<file path="config.mk">
export PLATFORM = sky130hd
export DESIGN_NAME = pwrcut_seq
export DESIGN_NICKNAME = d
export VERILOG_FILES = /design/src/rtl/pwrcut_pkg.sv /design/src/rtl/pwrcut_cfg.sv /design/src/rtl/pwrcut_downcnt.sv /design/src/rtl/pwrcut_fsm.sv /design/src/rtl/pwrcut_seq.sv
export SDC_FILE = /design/constraint.sdc
export NUM_CORES = 1
export LEC_CHECK = 0
export CORE_UTILIZATION = 62
export DETAILED_ROUTE_END_ITERATION = 6
export HOLD_SLACK_MARGIN = 0.12
export PLACE_DENSITY = 0.84
export SETUP_SLACK_MARGIN = 0.05
export SLEW_MARGIN = 5
export SYNTH_ARGS = -nofsm -noshare
export SYNTH_HDL_FRONTEND = slang
export SYNTH_HIERARCHICAL = 1
export SYNTH_SLANG_ARGS = --single-unit
</file>
<file path="constraint.sdc">
create_clock -name clk -period 7.88 [get_ports clk]
set_input_delay 0.788 -clock clk [delete_from_list [all_inputs] [get_ports clk]]
set_output_delay 0.788 -clock clk [all_outputs]
set_load 0.005 [all_outputs]
</file>
<file path="src/rtl/pwrcut_pkg.sv">
// Package: shared types and address decode values for the supply-cut sequencer.
// Assumes a two-bit configuration address space.
package pwrcut_pkg;

    typedef enum logic [1:0] {
        ST_IDLE = 2'd0,
        ST_LOW  = 2'd1,
        ST_WAIT = 2'd2
    } seq_state_t;

    localparam logic [1:0] ADDR_LEN  = 2'd0;
    localparam logic [1:0] ADDR_OFS  = 2'd1;
    localparam logic [1:0] ADDR_CTRL = 2'd2;

    localparam int CTRL_GO_BIT = 0;

endpackage

</file>
<file path="src/rtl/pwrcut_cfg.sv">
// Module: configuration registers and start decode.
// Holds the pulse length and trigger offset written by the host and decodes
// a start request from the control address. The start request is
// combinational; the sequencer registers everything downstream of it.
// Assumes a single write port with one write per cycle.
module pwrcut_cfg
    import pwrcut_pkg::*;
#(
    parameter int CNT_W = 16
) (
    input  logic             clk,
    input  logic             rst_n,
    input  logic             we,
    input  logic [1:0]       addr,
    input  logic [CNT_W-1:0] wdata,
    output logic [CNT_W-1:0] len_q,
    output logic [CNT_W-1:0] ofs_q,
    output logic             start_req
);

    // Store the host-written pulse length and trigger offset.
    always_ff @(posedge clk) begin
        if (!rst_n) begin
            len_q <= '0;
            ofs_q <= '0;
        end else if (we) begin
            if (addr == ADDR_LEN) len_q <= wdata;
            if (addr == ADDR_OFS) ofs_q <= wdata;
        end
    end

    // Decode a start request from a control write with the go bit set.
    always_comb begin
        start_req = we && (addr == ADDR_CTRL) && wdata[CTRL_GO_BIT];
    end

endmodule

</file>
<file path="src/rtl/pwrcut_downcnt.sv">
// Module: loadable down-counter shared by the pulse and offset phases.
// Load has priority over decrement. Assumes the controller never asks for a
// decrement at zero.
module pwrcut_downcnt #(
    parameter int CNT_W = 16
) (
    input  logic             clk,
    input  logic             rst_n,
    input  logic             load,
    input  logic [CNT_W-1:0] load_val,
    input  logic             dec,
    output logic [CNT_W-1:0] q,
    output logic             is_zero,
    output logic             is_one
);

    localparam logic [CNT_W-1:0] ONE = CNT_W'(1);

    // Hold the count: load, decrement, or keep.
    always_ff @(posedge clk) begin
        if (!rst_n)      q <= '0;
        else if (load)   q <= load_val;
        else if (dec)    q <= q - ONE;
    end

    // Flag the terminal values the sequencer steers on.
    always_comb begin
        is_zero = (q == '0);
        is_one  = (q == ONE);
    end


    cnt_no_underflow_chk: assert property (@(posedge clk) disable iff (!rst_n)
        (dec && !load) |-> !is_zero);

endmodule

</file>
<file path="src/rtl/pwrcut_fsm.sv">
// Module: sequencer for the supply-cut pulse and the delayed trigger.
// Captures the configuration at start, holds supply_n low for max(len,1)
// cycles, then fires the trigger ofs cycles after the release edge (in the
// release cycle when ofs is 0). Assumes start_req lasts one cycle per
// request.
module pwrcut_fsm
    import pwrcut_pkg::*;
#(
    parameter int CNT_W = 16
) (
    input  logic             clk,
    input  logic             rst_n,
    input  logic             start_req,
    input  logic [CNT_W-1:0] len_q,
    input  logic [CNT_W-1:0] ofs_q,
    output logic             supply_n,
    output logic             glitch_trig,
    output logic             busy,
    output logic             done,
    output logic             overrun
);

    localparam logic [CNT_W-1:0] ONE = CNT_W'(1);

    seq_state_t       state;
    logic [CNT_W-1:0] ofs_lat;
    logic             cnt_load;
    logic             cnt_dec;
    logic [CNT_W-1:0] cnt_val;
    logic [CNT_W-1:0] cnt_q;
    logic             cnt_zero;
    logic             cnt_one;

    pwrcut_downcnt #(.CNT_W(CNT_W)) u_cnt (
        .clk      (clk),
        .rst_n    (rst_n),
        .load     (cnt_load),
        .load_val (cnt_val),
        .dec      (cnt_dec),
        .q        (cnt_q),
        .is_zero  (cnt_zero),
        .is_one   (cnt_one)
    );

    // Report a run in progress from the state alone.
    always_comb begin
        busy = (state != ST_IDLE);
    end

    // Steer the counter: load a phase length or step it down.
    always_comb begin
        cnt_load = 1'b0;
        cnt_dec  = 1'b0;
        cnt_val  = '0;
        case (state)
            ST_IDLE: begin
                if (start_req) begin
                    cnt_load = 1'b1;
                    cnt_val  = (len_q == '0) ? '0 : (len_q - ONE);
                end
            end
            ST_LOW: begin
                if (cnt_zero) begin
                    cnt_load = 1'b1;
                    cnt_val  = ofs_lat;
                end else begin
                    cnt_dec = 1'b1;
                end
            end
            ST_WAIT: begin
                cnt_dec = !glitch_trig && !cnt_one && !cnt_zero;
            end
            default: begin
                cnt_load = 1'b0;
            end
        endcase
    end

    // Advance the sequence and update the output and status registers.
    always_ff @(posedge clk) begin
        if (!rst_n) begin
            state       <= ST_IDLE;
            supply_n    <= 1'b1;
            glitch_trig <= 1'b0;
            done        <= 1'b0;
            overrun     <= 1'b0;
            ofs_lat     <= '0;
        end else begin
            case (state)
                ST_IDLE: begin
                    if (start_req) begin
                        state    <= ST_LOW;
                        supply_n <= 1'b0;
                        done     <= 1'b0;
                        overrun  <= 1'b0;
                        ofs_lat  <= ofs_q;
                    end
                end
                ST_LOW: begin
                    if (start_req) overrun <= 1'b1;
                    if (cnt_zero) begin
                        state       <= ST_WAIT;
                        supply_n    <= 1'b1;
                        glitch_trig <= (ofs_lat == '0);
                    end
                end
                ST_WAIT: begin
                    if (start_req) overrun <= 1'b1;
                    if (glitch_trig) begin
                        glitch_trig <= 1'b0;
                        done        <= 1'b1;
                        state       <= ST_IDLE;
                    end else if (cnt_one) begin
                        glitch_trig <= 1'b1;
                    end
                end
                default: state <= ST_IDLE;
            endcase
        end
    end


    supply_low_busy_chk: assert property (@(posedge clk) disable iff (!rst_n)
        !supply_n |-> busy);


    trig_after_release_chk: assert property (@(posedge clk) disable iff (!rst_n)
        glitch_trig |-> supply_n);


    trig_single_chk: assert property (@(posedge clk) disable iff (!rst_n)
        glitch_trig |=> !glitch_trig);


    done_follows_trig_chk: assert property (@(posedge clk) disable iff (!rst_n)
        glitch_trig |=> (done && !busy));


    done_busy_excl_chk: assert property (@(posedge clk) disable iff (!rst_n)
        !(done && busy));


    overrun_set_chk: assert property (@(posedge clk) disable iff (!rst_n)
        (start_req && busy) |=> overrun);

endmodule

</file>
<file path="src/rtl/pwrcut_seq.sv">
// Module: top of the supply-cut pulse and delayed glitch trigger sequencer.
// Connects the configuration registers to the sequencer. All timing is in
// clk cycles. Assumes supply_n drives an external switch that cuts the
// target supply while low.
module pwrcut_seq
    import pwrcut_pkg::*;
#(
    parameter int CNT_W = 16
) (
    input  logic             clk,
    input  logic             rst_n,
    input  logic             cfg_we,
    input  logic [1:0]       cfg_addr,
    input  logic [CNT_W-1:0] cfg_wdata,
    output logic             supply_n,
    output logic             glitch_trig,
    output logic             busy,
    output logic             done,
    output logic             overrun
);

    logic [CNT_W-1:0] len_q;
    logic [CNT_W-1:0] ofs_q;
    logic             start_req;

    pwrcut_cfg #(.CNT_W(CNT_W)) u_cfg (
        .clk       (clk),
        .rst_n     (rst_n),
        .we        (cfg_we),
        .addr      (cfg_addr),
        .wdata     (cfg_wdata),
        .len_q     (len_q),
        .ofs_q     (ofs_q),
        .start_req (start_req)
    );

    pwrcut_fsm #(.CNT_W(CNT_W)) u_fsm (
        .clk         (clk),
        .rst_n       (rst_n),
        .start_req   (start_req),
        .len_q       (len_q),
        .ofs_q       (ofs_q),
        .supply_n    (supply_n),
        .glitch_trig (glitch_trig),
        .busy        (busy),
        .done        (done),
        .overrun     (overrun)
    );


    reset_idle_chk: assert property (@(posedge clk)
        !rst_n |=> (supply_n && !glitch_trig && !busy && !done && !overrun));

endmodule

</file>
==> results.sh <==
export IMPL_hp_class="flop to flop"
export IMPL_core_area_sq_mm=0.00557
export IMPL_cts_resized=0
export IMPL_synth_area_mux_share_pct=8.82
export IMPL_synth_edf_count=0
export IMPL_slew_viol_final=0
export IMPL_endpoint="u_fsm/u_cnt/q[10]"
export IMPL_die_height_microns=78.5
export IMPL_cellPowerDensity_mw_per_mm2=204
export IMPL_die_area_sq_mm=0.00616
export IMPL_worstPathArrival_ps=4400
export IMPL_antenna_left=0
export IMPL_synthFlopType="dfxtp_1"
export IMPL_cts_made_buffers=9
export IMPL_ys_ff_latch=70
export IMPL_slowest_stage="or4_1"
export IMPL_cpPeakStageDelay_ps=640
export IMPL_required_ps=8090
export IMPL_dp_hpwl_microns=5470
export IMPL_rr_startpoint="u_fsm/u_cnt/q[6]"
export IMPL_fin_crit_sh_pct=53.3
export IMPL_clkTransAtPathRegs_ps=70
export IMPL_ys_warn_count=6
export IMPL_seq_area_frac_synth_pct=38.6
export IMPL_synth_xor_area_share_pct=6.27
export IMPL_post_synth_num_cell_types=52
export IMPL_regArea_sq_mm=0.00140
export IMPL_cap_violations=0
export IMPL_skew_ps=6.14
export IMPL_dp_cells=499
export IMPL_slew_headroom_pct=28.4
export IMPL_synth_area_sq_mm=0.00363
export IMPL_placement_io_buffers=25
export IMPL_synth_avg_cell_area_sq_um=8.50
export IMPL_post_route_drc_count=0
export IMPL_reg2reg_slack_ps=3680
export IMPL_synthAdderAreaFrac_pct=2.41
export IMPL_p_switching_uw=228
export IMPL_nFillCells=437
export IMPL_root_buffer="clkbuf_8"
export IMPL_via_per_inst=5.77
export IMPL_multi_input_area_sq_mm=0.00202
export IMPL_fin_tns_setup_ps=0
export IMPL_r2r_end="u_fsm/u_cnt/q[10]"
export IMPL_switching_share_pct=28.0
export IMPL_vias=2966
export IMPL_drt_total_wl_microns=7740
export IMPL_p_int_uw=589
export IMPL_grt_pass1_wl_microns=13100
export IMPL_synthSimpleGateAreaFrac_pct=24.3
export IMPL_cts_sinks=70
export IMPL_p_clk_share_pct=34.4
export IMPL_cp_max_fo=28
export IMPL_place_gp_congestion=0.858
export IMPL_clock_latency_ps=340
export IMPL_htreeDepth=3
export IMPL_critPathLaunchType="flop"
export IMPL_fin_area_sq_mm=0.00400
export IMPL_fin_nets=466
export IMPL_syn_instance_count=427
export IMPL_crit_chain="or4_1 > or4b_4 > nor4_1 > and2_1 > nand2b_1 > clkinv_1 > o21ai_0 > a21oi_1"
export IMPL_outcome="finished clean"
export IMPL_rsz0062_at_grt="false"
export IMPL_num_antenna_cells=0
export IMPL_fp_dieW_microns=78.5
export IMPL_path_class="flop to flop"
export IMPL_ctsHoldBuffers=0
export IMPL_hold_violations=0
export IMPL_crit_start="u_fsm/u_cnt/q[6]"
export IMPL_holdWs_ps=451
export IMPL_p_leak_nw=1.55
export IMPL_track_usage_pct=27.4
export IMPL_final_cell_count_no_fill=514
export IMPL_cts_path_max_buffers=2
export IMPL_rows=27
export IMPL_final_common_cell="nand2_1"
export IMPL_post_cts_buffers=0
export IMPL_tightest_slew_ps=1070
export IMPL_grt_pass1_vias=2780
export IMPL_synth_fp_nets=455
export IMPL_p_comb_share_pct=18.3
export IMPL_min_period_ps=4200
export IMPL_drive_gt1_share_pct=9.28
export IMPL_post_route_util_pct=71.7
export IMPL_cp_end_kind="flop"
export IMPL_grt_max_degree=68
export IMPL_route_detailed_wl_per_inst_microns=15.1
export IMPL_drt_pass1_iterations=4
export IMPL_layout_common_cells="100 x nand2_1, 70 x dfxtp_1, 34 x a21oi_1, 32 x mux2i_1, 24 x clkdlybuf4s50_1"
export IMPL_start_util_pct=65.1
export IMPL_first_iter_violations=224
export IMPL_peakVddDrop_uv=138
export IMPL_setup_viol=0
export IMPL_max_freq_ghz=0.238
export IMPL_rr_worst_depth=8
export IMPL_synth_top_family_by_area="simple AND/OR/NAND/NOR gates"
export IMPL_io_pins=26
export IMPL_grt_antenna_before_repair=0
export IMPL_gr_total_overflow=0
export IMPL_ys_async_sr_fraction_pct=0
export IMPL_synth_compound_area_share_pct=13.7
export IMPL_p_seq_share_pct=47.3
export IMPL_cts_tree="built"
export IMPL_placed_area_sq_mm=0.00381
export IMPL_syn_to_final_growth_pct=10.1
-- kinds of logic after synthesis --
group,after synthesis
xor+xnor,26
compound gates,82
buf+inv,39
fa+ha+maj,7
mux,32
simple gates,171
flops,70
-- area by class of cell --
cell class,count,share of cell area [%]
multi-input cells,318,50.4
flip-flops and latches,70,35.1
repair buffers,26,6.32
clock buffers,11,3.54
well taps,72,2.25
inverters,13,1.22
clock inverters,4,1.19
-- power by group through the flow --
stage	sequential [mW]	clock (mW)	combinational, mW
6_report	0.387	0.281	0.149
5_1_grt	0.389	0.302	0.164
4_1_cts	0.386	0.284	0.148
3_5_place_dp	0.394	0	0.146
3_3_place_gp	0.393	0	0.142
2_1_floorplan	0.389	0	0.114
-- critical path: cells and delay by family (launching register included) --
family / cells / cell delay, ps
flops: 1 / 340
buf+inv: 1 / 530
compound gates: 2 / 460
simple gates: 5 / 2740
-- how the worst min path moves through the flow --
stage                     cells after the start  slack [ps]          endpoint      startpoint
final                                         2         450  u_fsm/ofs_lat[2]  u_cfg/ofs_q[2]
after global routing                          2         470  u_fsm/ofs_lat[8]  u_cfg/ofs_q[8]
after detailed placement                      2         450  u_fsm/ofs_lat[2]  u_cfg/ofs_q[2]
after global placement                        2         440  u_fsm/ofs_lat[8]  u_cfg/ofs_q[8]
after floorplan                               2         430  u_fsm/ofs_lat[0]  u_cfg/ofs_q[0]
after CTS                                     2         450  u_fsm/ofs_lat[2]  u_cfg/ofs_q[2]
-- flip-flops by register name (all words and copies together) (netlist names) --
name,flops
u_fsm/ofs_lat,16
u_fsm/supply_n,1
u_fsm/overrun,1
u_fsm/done,1
u_fsm/state,2
u_cfg/len_q,16
u_fsm/u_cnt/q,16
u_cfg/ofs_q,16
u_fsm/glitch_trig,1
-- per-stage QoR --
| stage | setup slack, ps | total power [mW] |
|---|---|---|
| 6_report | 3680 | 0.817 |
| 5_1_grt | 3310 | 0.854 |
| 3_5_place_dp | 3740 | 0.541 |
| 3_3_place_gp | 4020 | 0.535 |
| 4_1_cts | 3720 | 0.818 |
| 2_1_floorplan | 4640 | 0.504 |
-- routing by layer --
| metal | track usage (%) | part of all wire [%] | vias to the layer above |
|---|---|---|---|
| li1 | - | - | 1504 |
| met1 | 36.3 | 48 | 1402 |
| met2 | 44.3 | 48 | 54 |
| met3 | 5.58 | 3.3 | 6 |
| met4 | 9.07 | 0.90 | 0 |
| met5 | 0 | 0 | - |
-- cell usage after synthesis, types with 7 or more instances --
cell,count,area (sq um)
clkbuf_1,15,56.3
nand2_1,100,375
o21ai_2,10,87.6
ha_1,7,87.6
dfxtp_1,70,1400
nor2_1,12,45.0
mux2i_1,32,320
a21oi_1,34,170
nor4_1,13,81.3
xnor2_1,16,140
o21ai_0,17,85.1
xor2_1,10,87.6
inv_1,12,45.0
Power figures use the tool's default switching activity.
